### src/rtl/dly_timer_pkg.sv
package dly_timer_pkg;

  typedef enum logic [1:0] {
    MODE_OPERATE = 2'b00,
    MODE_RELEASE = 2'b01,
    MODE_DUAL    = 2'b10,
    MODE_ONESHOT = 2'b11
  } dlyMode_e;

  // strobes from control to the counting datapath
  typedef struct packed {
    logic load;     // start a fresh count
    logic stop;     // drop the running count
    logic oneShot;  // length without the extra half period
  } tmrCmd_t;

endpackage

### src/rtl/dly_timer_path.sv
module dly_timer_path
  import dly_timer_pkg::*;
#(
  parameter int FACT_LOW  = 3000,
  parameter int FACT_HIGH = 3600,
  parameter int WEIGHT_W  = 8
) (
  input  logic                clk,
  input  logic                rst,
  input  logic [1:0]          scaleSel,
  input  logic [WEIGHT_W-1:0] weight,
  input  tmrCmd_t             cmd,
  output logic                active,
  output logic                expired
);

  localparam int MAX_F   = (FACT_LOW > FACT_HIGH) ? FACT_LOW : FACT_HIGH;
  localparam int MAX_LEN = 2 * MAX_F * ((1 << WEIGHT_W) - 1) + 1;
  localparam int CNT_W   = $clog2(MAX_LEN + 1);

  logic [CNT_W-1:0] factor;
  logic [CNT_W-1:0] span;
  logic [CNT_W-1:0] halfTicks;
  logic [CNT_W-1:0] loadVal;
  logic [CNT_W-1:0] cnt;
  logic             running;

  // prescale factor select: codes 00 and 11 both mean divide-by-one
  always_comb begin
    unique case (scaleSel)
      2'b01:   factor = CNT_W'(FACT_LOW);
      2'b10:   factor = CNT_W'(FACT_HIGH);
      default: factor = CNT_W'(1);
    endcase
  end

  // half-tick count: 2*S*W, plus one more in the delay modes
  always_comb begin
    span      = factor * CNT_W'(weight);
    halfTicks = {span[CNT_W-2:0], 1'b0};
    loadVal   = cmd.oneShot ? (halfTicks - 1'b1) : halfTicks;
  end

  always_ff @(posedge clk) begin
    if (rst) begin
      running <= 1'b0;
      cnt     <= '0;
    end else if (cmd.stop) begin
      running <= 1'b0;
    end else if (cmd.load) begin
      running <= 1'b1;
      cnt     <= loadVal;
    end else if (running && (cnt != '0)) begin
      cnt <= cnt - 1'b1;
    end
  end

  assign active  = running;
  assign expired = running && (cnt == '0);

  p_count_down_r2: assert property (@(posedge clk) disable iff (rst)
    (running && (cnt != '0) && !cmd.load && !cmd.stop) |=> (cnt == $past(cnt) - 1'b1))
    else $error("count did not step down by one");

  p_oneshot_nonzero_r7: assert property (@(posedge clk) disable iff (rst)
    (cmd.load && cmd.oneShot) |-> (weight != '0))
    else $error("one-shot started with zero weight");

endmodule

### src/rtl/dly_timer_ctrl.sv
module dly_timer_ctrl
  import dly_timer_pkg::*;
#(
  parameter int WEIGHT_W = 8
) (
  input  logic                clk,
  input  logic                rst,
  input  logic [1:0]          modeSel,
  input  logic [WEIGHT_W-1:0] weight,
  input  logic                trig,
  input  logic                active,
  input  logic                expired,
  output tmrCmd_t             cmd,
  output logic                outN
);

  dlyMode_e mode;
  logic     trigQ;
  logic     rise;
  logic     mismatch;
  logic     timedEdge;
  logic     outNxt;
  logic     rstQ;

  assign mode      = dlyMode_e'(modeSel);
  assign rise      = trig && !trigQ;
  assign mismatch  = (trig == outN);  // output not yet the inverse of trig
  assign timedEdge = trig ? (mode != MODE_RELEASE) : (mode != MODE_OPERATE);

  always_comb begin
    outNxt      = outN;
    cmd         = '0;
    cmd.oneShot = (mode == MODE_ONESHOT);
    if (mode == MODE_ONESHOT) begin
      if (active) begin
        if (expired) begin
          outNxt   = 1'b1;
          cmd.stop = 1'b1;
        end
      end else if (rise && (weight != '0)) begin
        outNxt   = 1'b0;
        cmd.load = 1'b1;
      end else begin
        outNxt = 1'b1;
      end
    end else if (!mismatch) begin
      cmd.stop = active;
    end else if (!timedEdge) begin
      outNxt   = !trig;
      cmd.stop = active;
    end else if (!active) begin
      cmd.load = 1'b1;
    end else if (expired) begin
      outNxt   = !trig;
      cmd.stop = 1'b1;
    end
  end

  always_ff @(posedge clk) begin
    trigQ <= trig;  // captured during reset too: a held trigger is no edge
    rstQ  <= rst;
    if (rst) outN <= 1'b1;
    else     outN <= outNxt;
  end

  always @(posedge clk) begin
    if (rstQ) begin
      p_reset_high_r9: assert (outN) else $error("output low after reset");
    end
  end

  p_operate_fall_r4: assert property (@(posedge clk) disable iff (rst)
    ((mode == MODE_OPERATE) && !trig) |=> outN)
    else $error("operate mode did not release at once");

  p_release_rise_r5: assert property (@(posedge clk) disable iff (rst)
    ((mode == MODE_RELEASE) && trig) |=> !outN)
    else $error("release mode did not assert at once");

  p_no_retrig_r8: assert property (@(posedge clk) disable iff (rst)
    ((mode == MODE_ONESHOT) && active && !expired && !outN) |=> !outN)
    else $error("one-shot pulse cut short");

endmodule

### src/rtl/trig_delay_timer.sv
module trig_delay_timer
  import dly_timer_pkg::*;
#(
  parameter int FACT_LOW  = 3000,
  parameter int FACT_HIGH = 3600
) (
  input  logic       clk,
  input  logic       rst,
  input  logic [1:0] modeSel,
  input  logic [1:0] scaleSel,
  input  logic [7:0] weight,
  input  logic       trig,
  output logic       outN
);

  localparam int WEIGHT_W = 8;

  tmrCmd_t cmd;
  logic    active;
  logic    expired;

  dly_timer_ctrl #(.WEIGHT_W(WEIGHT_W)) u_ctrl (
    .clk     (clk),
    .rst     (rst),
    .modeSel (modeSel),
    .weight  (weight),
    .trig    (trig),
    .active  (active),
    .expired (expired),
    .cmd     (cmd),
    .outN    (outN)
  );

  dly_timer_path #(
    .FACT_LOW  (FACT_LOW),
    .FACT_HIGH (FACT_HIGH),
    .WEIGHT_W  (WEIGHT_W)
  ) u_path (
    .clk      (clk),
    .rst      (rst),
    .scaleSel (scaleSel),
    .weight   (weight),
    .cmd      (cmd),
    .active   (active),
    .expired  (expired)
  );

endmodule

### config.mk
export PLATFORM = sky130hd
export DESIGN_NAME = trig_delay_timer
export DESIGN_NICKNAME = d
export VERILOG_FILES = /design/src/rtl/dly_timer_pkg.sv /design/src/rtl/dly_timer_path.sv /design/src/rtl/dly_timer_ctrl.sv /design/src/rtl/trig_delay_timer.sv
export SDC_FILE = /design/constraint.sdc
export NUM_CORES = 1
export LEC_CHECK = 0
export ABC_AREA = 1
export ABC_CLOCK_PERIOD_IN_PS = 13000
export BUFFER_PORTS_ARGS = -buffer_cell sky130_fd_sc_hd__buf_4
export CAP_MARGIN = 40
export CORE_MARGIN = 2
export CORE_UTILIZATION = 55
export DETAILED_ROUTE_END_ITERATION = 16
export PLACE_DENSITY = 0.76
export SYNTH_ARGS = -nofsm -noshare
export SYNTH_HDL_FRONTEND = slang
export SYNTH_SLANG_ARGS = --single-unit
export TNS_END_PERCENT = 100
### constraint.sdc
create_clock -name clk -period 13 [get_ports clk]
set_clock_uncertainty 0.15 [all_clocks]
set_input_delay 0.65 -clock clk [delete_from_list [all_inputs] [get_ports clk]]
set_output_delay 0.65 -clock clk [all_outputs]
set_load 0.005 [all_outputs]
* Word-level counts from Yosys, hierarchy flattened
Index checks and enable logic that the tools add are counted.
Operators by class: $add $sub $neg 2, multipliers 1, div/mod/pow operators 0, magnitude comparators 0, equal/unequal tests 8, shift operators 0, mux-type cells 23, bitwise logic cells 1, reduce and logical (&&, ||, !) cells 15
Operator list (count):
- $mux W21 | 3
- $sub A21 B1 Y21 const B | 2
- $pmux W12 S2 | 1
- $logic_not A21 Y1 | 1
- $reduce_bool A21 Y1 | 1
- $mul A12 B8 Y20 | 1
- $mux W1 | 18
- $reduce_bool A8 Y1 | 1
- $reduce_bool A2 Y1 | 3
- $eq A2 B2 Y1 const B | 2
- $logic_and A1 B1 Y1 | 4
- $ne A4 B4 Y1 const B | 1
- $reduce_and A4 Y1 | 1
- $ne A3 B1 Y1 const B | 1
- $ne A3 B3 Y1 const B | 1
- $eq A2 B1 Y1 const B | 1
- $logic_not A1 Y1 | 2
- $mux W2 | 1
- $ne A2 B1 Y1 const B | 1
- $reduce_and A2 Y1 | 1
- $reduce_or A2 Y1 | 1
- $eq A1 B1 Y1 | 1
- $not A1 Y1 | 1
Word-level totals: bits in registers 24, latch bits 0, RAM bits 0, memory bits (read-only) 0, bits of input ports 15, output and inout bits 1, logic and storage cells 54, memories 0

* Logic depth before layout (Yosys ltp)
Gate-level depths: netlist (run 1).
depth in word-level cells 9, mapped depth 31, depth with buffers taken out 30

* Modules after synthesis
Synthesis (run 1) repeated with hierarchy kept, for this count alone.
Second synthesis, totals: cell total of the unflattened synthesis 772, area total of the unflattened synthesis 4802.1 µm²
Modules (own cells, without submodules):
- dly_timer_path | times used 1, cells each 722, area an instance 4540.6 µm², sequential area each 440.4 µm²
- dly_timer_ctrl | times used 1, cells each 50, area an instance 261.5 µm², sequential area each 40.0 µm²

* Worst setup path after synthesis (run 1)
OpenSTA, ideal clock, no wires.
path type input -> register, start point in scaleSel[0], end point reg u_path.cnt[20], arrival 5.185 ns, data required time 12.738 ns, setup slack 7.553 ns, stages 28, buffers on the path 2, cells stage by stage inv_1 -> ha_1 -> clkbuf_1 -> clkbuf_1 -> nor2_1 -> inv_1 -> fa_1 -> inv_1 -> fa_1 -> fa_1 -> inv_1 -> fa_1 -> inv_1 -> ha_1 -> nand2_1 -> inv_1 -> a21oi_1 -> nand2_1 -> nand2_1 -> nand2_1 -> nor2_1 -> nand3_1 -> nor2_1 -> nand3_1 -> nand2_1 -> nand3_1 -> nand2_1 -> nand2_1
On the way: longest elaborated chain between the ends 6
RTL lines:
- from (decl) | RTL line trig_delay_timer.sv:10 | input logic [1:0] scaleSel,
- $eq A2 B2 Y1 / $eq A2 B1 Y1 (equally long branches) | RTL line dly_timer_path.sv:30 | unique case (scaleSel)
- $pmux W12 S2 * | RTL line dly_timer_path.sv:30
- $mul A12 B8 Y20 * | RTL line dly_timer_path.sv:39 | span = factor * CNT_W'(weight);
- $sub A21 B1 Y21 | RTL line dly_timer_path.sv:41 | loadVal = cmd.oneShot ? (halfTicks - 1'b1) : halfTicks;
- $mux W21 * | RTL line dly_timer_path.sv:41
- $mux W21 * | RTL line dly_timer_path.sv:50 | end else if (cmd.load) begin
- to (signal assigned) | RTL line dly_timer_path.sv:52 | cnt <= loadVal;
- to (signal assigned) | RTL line dly_timer_path.sv:54 | cnt <= cnt - 1'b1;
- to (decl) | RTL line dly_timer_path.sv:25 | logic [CNT_W-1:0] cnt;
Mark *: on every way between the ends. The rest lies on a longest branch, timed or not. A chain may end at the register's enable or synchronous reset.

* Worst setup path after layout (run 1)
Same ends and word-level chain as after synthesis.

==> results, run 1 <==
- The flow ran to the end, and the final reports show no timing, DRC or antenna violations.
- The most common cell in the synthesized netlist is sky130_fd_sc_hd__nand2_1.
- In this run the cell area of the synthesized design comes to 0.00455 mm^2.
- The distinct cell type count after synthesis is 38.
- Entering global routing, the biggest net connects 20 pins.
- Of the available clock period, the critical path in the final layout requires 43.5%.
- The wire-length estimate of the detail-placed layout is 8920 um.
- The share of synthesized flip-flops with an asynchronous set or reset is 0%.
- The post-synthesis instance total is 711.
- The area overhead of the layout relative to synthesis is 5.63%.
- The simple logic cell fraction of the synthesized area is 32.5%.
- For this run, the post-layout net count is 827.
- Counting every net in the synthesized netlist gives 815.
- The power density over the cells is 153 mW/mm^2.
- For this run, the number of Yosys warnings is 0.
- The proportion of synthesized area in mux cells is 0%.
- After detailed routing, the average wire length per cell comes to 12.4 um.
- The number of max-slew violations in the final report is 0.
- The floorplan step set the die height to 95.0 um.
- The residual DRC count is 0.
- The number of buffers added by the clock tree synthesis step is 3.
- The remaining max-slew budget at the tightest pin is 67.6%.
- For this run, the total global-route usage over all layers was measured as 24.7%.
- The max-cap violation count is 0.
- For this run, the share of the core covered by cells in the final layout is 59.1%.
- The hold slack is 0.335 ns.
- The total of buffers placed on input and output ports is 15.
- The type of element launching the critical path is an input port.
- In this run the deepest clock path goes through 2 buffers.
- Setup violations remaining at the end of the flow were counted as 0.
- The final layout contains routed wiring with a total length of 10300 um.
- The initial utilization of the core area, before any placement, comes to 56.0%.
- The later-pin clock latency in the skew report is 0.27 ns.
- The violation count after the first detailed-route iteration is 221.
- The number of post-CTS setup repair buffers is 0.
- The area share of the largest cell type after synthesis is 15.4%.
- CTS built an H-tree with a depth of 1.
- The placer congestion estimate is 0.881.
- Once the clock tree was built, the resizer swapped 0 gates to a different size.
- Setup repair after global routing left no endpoint under its margin.
- Row generation in the floorplan step produced 33 rows.
- The final period demand of the worst path is 5.65 ns.
- For this run, the register share of the synthesized area comes to 10.6%.
- The share of the synthesized area in compound gates (AO/OA/AOI/OAI) is 8.38%.
- The cell with the largest stage delay on the worst path is sky130_fd_sc_hd__fa_1.
- Each instance of the synthesized netlist takes up on average 6.40 um^2.
- At the placement stage, the worst setup path has a slack of 7.09 ns.
- The clock tree from TritonCTS is done.
- The adder and majority cell fraction of the synthesized area is 30.2%.
- For this design, the CTS-stage hold fixing added 0 buffers.
- Counting stages on the worst path, the most repeated cell is sky130_fd_sc_hd__nand2_1.
- The total congestion overflow after global routing is 0.
- Based on the critical path, the design can be clocked at up to 177 MHz.
- Summing over every cut layer, the via total after detailed routing is 4291.
- CTS placed an instance of sky130_fd_sc_hd__clkbuf_8 at the clock tree root.
- The die footprint is 0.00902 mm^2.
- The maximum single-stage delay on the critical path is 0.53 ns.
- The worst path meets setup with 7.35 ns of slack.
- The first global-routing pass estimated 17900 um of wire.
- The mean number of vias per cell is 5.19.
- The synthesized design contains 0 enable-type register cells.
- The final total power is 0.736 mW.
- Along the worst hold path, the cell count comes to 2.
- The via count of the first global-routing pass came to 4118.
- The flip-flop cell with the highest count after synthesis is sky130_fd_sc_hd__dfxtp_1.
- The core region is 0.00813 mm^2.
- The maximum VDD drop is 91.7 uV.
- The first-pass iteration count of the detailed router is 5.
- The summed negative setup slack over all endpoints is 0 ns.
- The path class of the tightest hold or removal check is flip-flop to flip-flop.
- After synthesis, the largest family of logic cells by area is simple AND/OR/NAND/NOR gates.
- The number of antenna diodes in the final layout is 0.
- The number of sinks driven by the clock tree is 24.
- The post-synthesis xor/xnor area fraction is 3.66%.
- The critical path crosses 28 cells after its start point.
- Once detail routing completed, the nets flagged for antenna violations numbered 0.
- Broken down by cell family, the worst path's largest delay share belongs to adder cells.
- Clock-pin slew was measured on the worst setup and hold paths at 0.08 ns.
- The maximum fanout count along the critical path is 16.
- 16 I/O pins were placed.
- The initial antenna violation count is 0.
- The worst register-to-register path has a depth of 15.
- The data arrival time at the worst-slack endpoint is 5.68 ns.
- By startpoint and endpoint, the worst setup path is classified as input port to flip-flop.
- The die is 95.0 um wide.
- The number of hold-slack violations in the final timing report came to 0.
- After synthesis the netlist holds a flip-flop and latch count of 24.
- Ranked by instance count, the synthesized netlist is headed by sky130_fd_sc_hd__nand2_1, sky130_fd_sc_hd__inv_1, sky130_fd_sc_hd__nor2_1, sky130_fd_sc_hd__nand3_1, sky130_fd_sc_hd__ha_1.
- Ranked by total cell area, the synthesized netlist is headed by sky130_fd_sc_hd__fa_1, sky130_fd_sc_hd__nand2_1, sky130_fd_sc_hd__ha_1, sky130_fd_sc_hd__inv_1, sky130_fd_sc_hd__dfxtp_1.
- The worst setup path is captured at a flip-flop.
- Data on the critical path is required at its endpoint by 13.02 ns.
- The standby leakage power is 2.87 nW.
- At the pin with the least slew margin, the transition time is 0.482 ns.
- The library cell with the largest summed area after synthesis is sky130_fd_sc_hd__fa_1.
- The buffer and inverter count on the worst path is 7.
- Of the cells placed in the final design, the portion with a size suffix greater than 1 is 6.52%.
cell families (layout without fill, tap and decap cells):
| kind of cell | Yosys count | count (layout) |
|---|---|---|
| compound gates | 65 | 65 |
| fa+ha+maj | 89 | 89 |
| simple gates | 339 | 339 |
| flops | 24 | 24 |
| xor+xnor | 19 | 19 |
| buf+inv | 175 | 185 |
path summary, 6_finish.rpt:
path	from	endpoint	slack (ns)
max reg2reg	u_path.cnt[0]$_SDFFE_PP0P_	u_path.cnt[7]$_SDFFE_PP0P_	10.41
min reg2reg	u_path.cnt[19]$_SDFFE_PP0P_	u_path.cnt[19]$_SDFFE_PP0P_	0.33
max	scaleSel[0]	u_path.cnt[20]$_SDFFE_PP0P_	7.35
min	u_path.cnt[19]$_SDFFE_PP0P_	u_path.cnt[19]$_SDFFE_PP0P_	0.33
per-stage QoR:
stage	cell area (um^2)	instances
final	4810	826
after CTS	4810	826
after global routing	4810	826
after floorplan	4550	711
after global placement	4750	822
after detailed placement	4770	823
cell usage in the layout (no fill, tap or decap), types with 3 or more instances in the layout:
cell type / Yosys / final
sky130_fd_sc_hd__a21oi_1: 24 / 24
sky130_fd_sc_hd__nor3_1: 7 / 7
sky130_fd_sc_hd__ha_1: 54 / 54
sky130_fd_sc_hd__nand3_1: 58 / 58
sky130_fd_sc_hd__inv_2: 5 / 5
sky130_fd_sc_hd__buf_4: 0 / 15
sky130_fd_sc_hd__nor2_1: 64 / 64
sky130_fd_sc_hd__dfxtp_1: 24 / 24
sky130_fd_sc_hd__nor4_1: 3 / 3
sky130_fd_sc_hd__inv_1: 160 / 160
sky130_fd_sc_hd__xor2_1: 16 / 16
sky130_fd_sc_hd__xnor2_1: 3 / 3
sky130_fd_sc_hd__nand4_1: 7 / 7
sky130_fd_sc_hd__o21ai_2: 7 / 7
sky130_fd_sc_hd__o21ai_0: 20 / 20
sky130_fd_sc_hd__fa_1: 35 / 35
sky130_fd_sc_hd__nor2_4: 4 / 4
sky130_fd_sc_hd__o2111ai_1: 3 / 3
sky130_fd_sc_hd__nand2_1: 182 / 182
sky130_fd_sc_hd__clkbuf_8: 0 / 3
sky130_fd_sc_hd__o21ai_1: 5 / 5
tightest hold or removal path: stages, from the launching register on:
cell and delay [ns]:
sky130_fd_sc_hd__dfxtp_1 0.33, sky130_fd_sc_hd__nand2_1 0.07, sky130_fd_sc_hd__nand2_1 0.04
metal layers:
metal	part of all wire (%)	vias to the layer above	track usage (%)	routed length (um)
met2	45	90	41.1	4610
met5	0	-	0	0
met4	1.6	0	4.83	165
met3	4.0	12	2.31	409
li1	-	2217	-	-
met1	50	1972	35.1	5090
power by group:
part	switching [mW]	leakage [nW]	internal [mW]
registers	0.0242	0.197	0.0977
clock network	0.0246	0.0216	0.0208
logic	0.369	2.65	0.200
total	0.418	2.87	0.318
cell type report:
type / count / area (um^2)
multi-input cells: 512 / 3400
fillers: 774 / 3330
inverters: 166 / 626
flip-flops and latches: 24 / 480
well taps: 105 / 131
repair buffers: 16 / 128
clock buffers: 3 / 41.3
flip-flops by register name, summed over array words and instances, names as in the netlist:
signal and count:
u_ctrl.outN 1, u_path.active 1, u_ctrl.trigQ 1, u_path.cnt 21
(Power assumes the default switching activity.)
==> inputs of run 2 (changes only) <==
ABC_CLOCK_PERIOD_IN_PS = 5100   (was 13000)
PLACE_DENSITY = 0.79   (was 0.76)
clock period = 5.1 ns   (was 13 ns; I/O delays follow)
==> results, run 2 (same netlist as run 1, synthesis figures left out) <==
- The number of flip-flops under the largest register name was 21 (unchanged).
- The routed wirelength normalized by instance count is 12.7 um (+2.0%).
- The maximum number of pins on one net before global-route repair is 24 (+20%).
- The number of sinks driven by the clock tree was 24 (unchanged).
- The placer congestion estimate is 0.873 (-0.81%).
- The number of hold-slack violations in the final timing report is 0 (unchanged).
- The data arrival time at the worst-slack endpoint is 4.81 ns (-0.87 ns).
- The number of nets still failing antenna checks after routing was 0 (unchanged).
- The number of filler cells placed in the layout is 728 (-5.9%).
- The net count reported at finish came to 853 (+3.1%).
- The I/O pin count is 16 (unchanged).
- The first-pass GRT wire length came to 18700 um (+4.4%).
- The internal portion of total power is 0.922 mW (+190%).
- The critical path is of the input port to flip-flop type.
- The row count is 33 (unchanged).
- The depth of the CTS H-tree is 1 (unchanged).
- The total non-filler cell area in the finished layout is 0.00507 mm^2 (+5.4%).
- The first-pass iteration count of the detailed router is 5 (unchanged).
- The via count of the first global-routing pass came to 4309 (+4.6%).
- The mean number of vias per cell is 5.18 (-0.21%).
- The number of buffers added by the clock tree synthesis step was 3 (unchanged).
- The number of post-CTS setup repair buffers is 0 (unchanged).
- The initial antenna violation count is 0 (unchanged).
- The reported net switching power is 1.12 mW (+170%).
- The maximum clock frequency is 209 MHz.
- The standby leakage power is 3.00 nW (+4.7%).
- The relative contribution of the clock network to total power is 6.6% (+0.4 points).
- The top register by number of flip-flops is u_path.cnt.
- The floorplan core area came to 0.00813 mm^2 (unchanged).
- The run finished with clean final reports.
- The global router's overall resource usage was 25.7% (+0.92 points).
- The total of buffers placed on input and output ports is 15 (unchanged).
- The later-pin clock latency in the skew report is 0.27 ns (about the same).
- The overall via count from detail_route was 4422 (+3.1%).
- The instance count after placement with tap cells included was 848 (+3.0%).
- The post-route fraction of the period consumed by the critical path is 93.8%.
- The residual DRC count is 0 (unchanged).
- The share of total power in combinational logic is 78.2% (+0.9 points).
- The maximum fanout count along the critical path is 5 (-11).
- The clock tree from TritonCTS is done.
- The transition time at the pin with the least slew margin is 0.443 ns (-0.0392 ns).
- The final period demand of the worst path is 4.79 ns.
- The initial core utilization is 56.0% (unchanged).
- The library cell used most frequently in the layout, excluding fill and tap cells, is sky130_fd_sc_hd__nand2_1.
- The type of element launching the critical path is an input port.
- The total congestion overflow after global routing came to 0 (unchanged).
- The estimated wirelength of the detail-placed design was 9110 um (+2.1%).
- The sum of routed wire length over all layers was 10800 um (+5.3%).
- The remaining max-slew budget at the tightest pin came to 70.3% (+2.6 points).
- The die footprint is 0.00902 mm^2 (unchanged).
- The maximum count of clock buffers along a single path is 2 (unchanged).
- The count of antenna diodes in the layout was 0 (unchanged).
- The vertical extent of the die is 95.0 um (unchanged).
- The sequential power share is 15.2% (-1.4 points).
- The number of max-slew violations in the final report is 0 (unchanged).
- The instance area at placement is 0.00495 mm^2 (+3.9%).
- The sort of element at the end of the critical path is a flip-flop.
- The required time of the critical path is 5.12 ns (-7.90 ns).
- The final setup violation count is 0 (unchanged).
- The count of placed standard cells in the final layout, fillers left out came to 853 (+3.3%).
- The cell chosen for the clock root is sky130_fd_sc_hd__clkbuf_8.
- The maximum VDD drop was 208 uV (+130%).
- The violation count after the first detailed-route iteration is 209 (-5.4%).
- The max-cap violation count is 0 (unchanged).
- The clock edge transition at the registers on the reported setup and hold paths is 0.09 ns (about the same).
- The switching power share of the total was 54.9% (-1.9 points).
- The die boundary width is 95.0 um (unchanged).
- The library cells used most frequently in the layout, excluding fill and tap cells, are sky130_fd_sc_hd__nand2_1, sky130_fd_sc_hd__inv_1, sky130_fd_sc_hd__nand3_1.
- The area overhead of the layout relative to synthesis is 11.3%.
- The class of the most critical hold timing path is input port to flip-flop.
- The power density over the cells is 403 mW/mm^2 (+160%).
- The fraction of final layout cells with drive strength greater than 1 was 11.6% (+5.1 points).
==> run 2: changes by cell type in the layout (fill, tap and decap cells not counted), moves of 3 or more <==
cell,delta
sky130_fd_sc_hd__buf_4,+25
sky130_fd_sc_hd__nand2_1,-3
sky130_fd_sc_hd__nand2_2,+3
sky130_fd_sc_hd__nor2_1,-8
sky130_fd_sc_hd__nor2_2,+6
==> run 2: layer usage <==
| layer | part of all wire (%) | vias up | GRT usage, % |
|---|---|---|---|
| li1 | - | 2265 | - |
| met3 | 3.6 | 20 | 2.63 |
| met1 | 47 | 2041 | 33.8 |
| met4 | 1.6 | 0 | 4.11 |
| met2 | 47 | 96 | 46.0 |
| met5 | 0 | - | 0 |
==> run 2: power by group through the flow <==
stage	clock [mW]	sequential [mW]	combinational, mW
finish	0.135	0.312	1.60
global route	0.144	0.319	1.84
CTS	0.135	0.309	1.55
detailed placement	0	0.313	1.54
global placement	0	0.310	1.48
floorplan	0	0.299	1.16
==> run 2: path summary, 6_finish.rpt <==
check | from | cells after the start | slack (ns) | to
max | scaleSel[0] | 28 | 0.31 | u_path.cnt[20]$_SDFFE_PP0P_
min | rst | 3 | 0.11 | u_ctrl.outN$_SDFFE_PP1P_
max reg2reg | u_path.cnt[0]$_SDFFE_PP0P_ | 15 | 2.52 | u_path.cnt[13]$_SDFFE_PP0P_
min reg2reg | u_path.cnt[2]$_SDFFE_PP0P_ | 2 | 0.33 | u_path.cnt[2]$_SDFFE_PP0P_
==> run 2: worst max-delay path, stage by stage <==
cell                      delay (ns)
sky130_fd_sc_hd__buf_4          0.11
sky130_fd_sc_hd__inv_1          0.05
sky130_fd_sc_hd__ha_2           0.31
sky130_fd_sc_hd__buf_4          0.16
sky130_fd_sc_hd__inv_1          0.07
sky130_fd_sc_hd__nand2_1        0.11
sky130_fd_sc_hd__fa_1           0.56
sky130_fd_sc_hd__inv_1          0.06
sky130_fd_sc_hd__fa_1           0.46
sky130_fd_sc_hd__fa_1           0.55
sky130_fd_sc_hd__inv_1          0.06
sky130_fd_sc_hd__fa_1           0.53
sky130_fd_sc_hd__inv_1          0.04
sky130_fd_sc_hd__ha_1           0.35
sky130_fd_sc_hd__nand2_1        0.13
sky130_fd_sc_hd__inv_1          0.05
sky130_fd_sc_hd__nand2_1        0.05
sky130_fd_sc_hd__nand2_1        0.06
sky130_fd_sc_hd__a21oi_1        0.22
sky130_fd_sc_hd__nand2_1        0.10
sky130_fd_sc_hd__nand2_1        0.07
sky130_fd_sc_hd__nand3_1        0.06
sky130_fd_sc_hd__nor2_1         0.11
sky130_fd_sc_hd__nand3_1        0.08
sky130_fd_sc_hd__nand2_1        0.06
sky130_fd_sc_hd__nand3_1        0.06
sky130_fd_sc_hd__nand2_1        0.06
sky130_fd_sc_hd__nand2_1        0.04
==> run 2: timing repair <==
item / CTS / global route
resized for setup: 0 / 16
hold endpoints to repair: 1 / 0
hold buffers: 1 / 0
setup endpoints to repair: 0 / 7
==> run 2: cell type report <==
class | count | area (um^2) | area share [%]
multi-input combinational | 512 | 3450 | 68.1
inverter | 166 | 626 | 12.3
sequential | 24 | 480 | 9.48
timing repair buffer | 42 | 325 | 6.42
tap | 105 | 131 | 2.59
clock buffer | 4 | 55.1 | 1.09
==> run 2: per-stage QoR <==
step                      power [mW]  TNS (ns)  hold slack, ns  setup slack, ns  utilization, %
final                           2.04         0           0.111            0.314            62.3
after global routing            2.31   -0.0537           0.121          -0.0214            62.3
after CTS                       2.00         0           0.111            0.205            61.7
after detailed placement        1.85    -0.144           0.237          -0.0677            60.9
after global placement          1.79         0           0.234          0.00420            60.7
after floorplan                 1.46         0           0.133           0.0477               -
==> inputs of run 3 (changes only) <==
CORE_UTILIZATION = 46   (was 55)
PLACE_DENSITY = 0.68   (was 0.79)
==> results, run 3 (same netlist as run 1, synthesis figures left out) <==
- The type of element launching the critical path is an input port.
- The I/O pin count came to 16 (unchanged).
- The most critical setup path has its startpoint at scaleSel[0].
- The first-pass iteration count of the detailed router is 4 (-1).
- The sequential cell area in the final layout is 480 um^2 (unchanged).
- The vertical extent of the die is 103 um (+8.9%).
- The sort of element at the end of the critical path is a flip-flop.
- The instance area at placement is 0.00500 mm^2 (+0.86%).
- The maximum fanout count along the critical path is 7 (+2).
- The later-pin clock latency in the skew report was 0.27 ns (about the same).
- The die boundary width came to 103 um (+8.9%).
- The post-layout worst setup margin came to 0.333 ns (+0.0191 ns).
- The buffer and inverter count on the worst path came to 9 (+1).
- The post-route fraction of the period consumed by the critical path is 93.5% (-0.37 points).
- The number of sinks driven by the clock tree is 24 (unchanged).
- The final design utilization is 52.9% (-9.4 points).
- The mean number of vias per cell is 4.98 (-3.9%).
- The category of the critical setup timing path is input port to flip-flop.
- The sum of routed wire length over all layers was 10800 um (-0.18%).
- The clock edge transition at the registers on the reported setup and hold paths is 0.09 ns (about the same).
- The largest individual stage delay along the critical path comes from the cell sky130_fd_sc_hd__fa_1.
- Grouping stages by cell kind, the critical path spends the most delay in adder cells.
- The row count is 36 (+9.1%).
- The violation count after the first detailed-route iteration is 252 (+21%).
- The depth of the CTS H-tree was 1 (unchanged).
- The slack of the worst reg-to-reg path is 2.54 ns (+0.02 ns).
- The total of buffers placed on input and output ports was 15 (unchanged).
- The net count reported at finish is 855 (+0.23%).
- The number of nets still failing antenna checks after routing came to 0 (unchanged).
- The count of antenna diodes in the layout is 0 (unchanged).
- The standby leakage power is 3.01 nW (+0.17%).
- The first-pass GRT wire length was 18800 um (+0.85%).
- The area growth from synthesis to layout is 12.6%.
- The initial antenna violation count is 0 (unchanged).
- The floorplan core area is 0.00968 mm^2 (+19%).
- The cell chosen for the clock root is sky130_fd_sc_hd__clkbuf_8.
- The remaining max-slew budget at the tightest pin was 69.8% (-0.45 points).
- The maximum number of pins on one net before global-route repair was 26 (+8.3%).
- The routed wirelength normalized by instance count is 12.2 um (-3.6%).
- The maximum single-stage delay on the critical path came to 0.55 ns (about the same).
- The global router's overall resource usage came to 21.9% (-3.8 points).
- The maximum count of clock buffers along a single path is 2 (unchanged).
- The most frequent standard cell in the layout excluding fill and tap cells is sky130_fd_sc_hd__nand2_1.
- The via count of the first global-routing pass was 4324 (+0.35%).
- The overall via count from detail_route is 4399 (-0.52%).
- The number of max-slew violations in the final report is 0 (unchanged).
- The fraction of final layout cells with drive strength greater than 1 is 12.3% (+0.64 points).
- The number of hold-slack violations in the final timing report is 0 (unchanged).
- The estimated wirelength of the detail-placed design is 9050 um (-0.66%).
- The total congestion overflow after global routing was 0 (unchanged).
- The worst-case setup slack after placement is -0.0965 ns (-0.0288 ns).
- The instance count after placement with tap cells included is 878 (+3.5%).
- The maximum VDD drop is 175 uV (-16%).
- The number of flip-flops under the largest register name is 21 (unchanged).
- The top cell types in the final layout, fill and taps aside, are sky130_fd_sc_hd__nand2_1, sky130_fd_sc_hd__inv_1, sky130_fd_sc_hd__nand3_1.
- The maximum clock frequency was 210 MHz (+0.40%).
- The final setup violation count is 0 (unchanged).
- The multi-input logic area came to 0.00347 mm^2 (+0.51%).
- The tightest min-delay check is of the input port to flip-flop type.
- The total non-filler cell area in the finished layout is 0.00513 mm^2 (+1.2%).
- The most numerous cell on the critical path is sky130_fd_sc_hd__nand2_1.
- The number of filler cells placed in the layout is 977 (+34%).
- The summed negative setup slack over all endpoints is 0 ns (unchanged).
- The start of the worst register-to-register path is u_path.cnt[0]$_SDFFE_PP0P_.
- The flow ran to the end, and the final reports show no timing, DRC or antenna violations.
- The count of placed standard cells in the final layout, fillers left out is 883 (+3.5%).
- The hold slack is 0.112 ns (+0.00109 ns).
- The final period demand of the worst path was 4.77 ns (-0.0191 ns).
- The die footprint was 0.0107 mm^2 (+19%).
- The top register by number of flip-flops is u_path.cnt.
- The placer congestion estimate is 0.864 (-1.1%).
- The residual DRC count is 0 (unchanged).
- The data arrival time at the worst-slack endpoint is 4.79 ns (-0.02 ns).
- The final total power is 2.02 mW (-1.0%).
- The transition time at the pin with the least slew margin came to 0.450 ns (+0.00675 ns).
- The initial core utilization is 47.0% (-9.0 points).
- The clock tree from TritonCTS is done.
- The power density over the cells is 395 mW/mm^2 (-2.2%).
- In this run the most critical hold path is launched from rst.
- The required time of the critical path is 5.12 ns (about the same).
- The number of buffers added by the clock tree synthesis step is 3 (unchanged).
- The max-cap violation count is 0 (unchanged).
## run 3: final timing paths
path | end | cells past startpoint
max | u_path.cnt[17]$_SDFFE_PP0P_ | 28
min | u_ctrl.outN$_SDFFE_PP1P_ | 3
max reg2reg | u_path.cnt[13]$_SDFFE_PP0P_ | 15
min reg2reg | u_path.cnt[19]$_SDFFE_PP0P_ | 2
## run 3: power by group
group	internal (mW)	switching, mW	total (mW)
clock network	0.0690	0.0631	0.132
logic	0.605	0.976	1.58
registers	0.249	0.0609	0.310
total	0.923	1.10	2.02
## run 3: metal layers
layer  GRT usage (%)  vias up  wire, um
met4            5.16        0       198
met1            29.7     2034      5280
met2            37.3       76      4940
met3            2.62       16       377
met5               0        -         0
li1                -     2273         -
## run 3: final cells by class
type | count | area share, %
Multi-Input combinational cell | 512 | 67.6
Timing Repair Buffer | 44 | 6.49
Tap cell | 133 | 3.25
Sequential cell | 24 | 9.37
Clock buffer | 4 | 1.07
Inverter | 166 | 12.2
## run 3: what timing repair did
item	in CTS	in global routing
hold endpoints to repair	1	0
setup buffers	0	0
gates resized for setup	0	18
hold buffers	1	0
setup endpoints to repair	0	8
## run 3: worst reg2reg max path: stages (launching register included)
cell and delay (ns):
sky130_fd_sc_hd__dfxtp_1 0.32, sky130_fd_sc_hd__inv_1 0.10, sky130_fd_sc_hd__ha_1 0.17, sky130_fd_sc_hd__nand2_1 0.10
sky130_fd_sc_hd__nor2_4 0.12, sky130_fd_sc_hd__nand2_2 0.13, sky130_fd_sc_hd__nor2_4 0.12, sky130_fd_sc_hd__nand3_2 0.09
sky130_fd_sc_hd__nor3_2 0.27, sky130_fd_sc_hd__nor2_1 0.15, sky130_fd_sc_hd__nor2_4 0.14, sky130_fd_sc_hd__inv_4 0.08
sky130_fd_sc_hd__nand2_4 0.12, sky130_fd_sc_hd__inv_1 0.20, sky130_fd_sc_hd__nand2_1 0.14, sky130_fd_sc_hd__o21ai_2 0.06
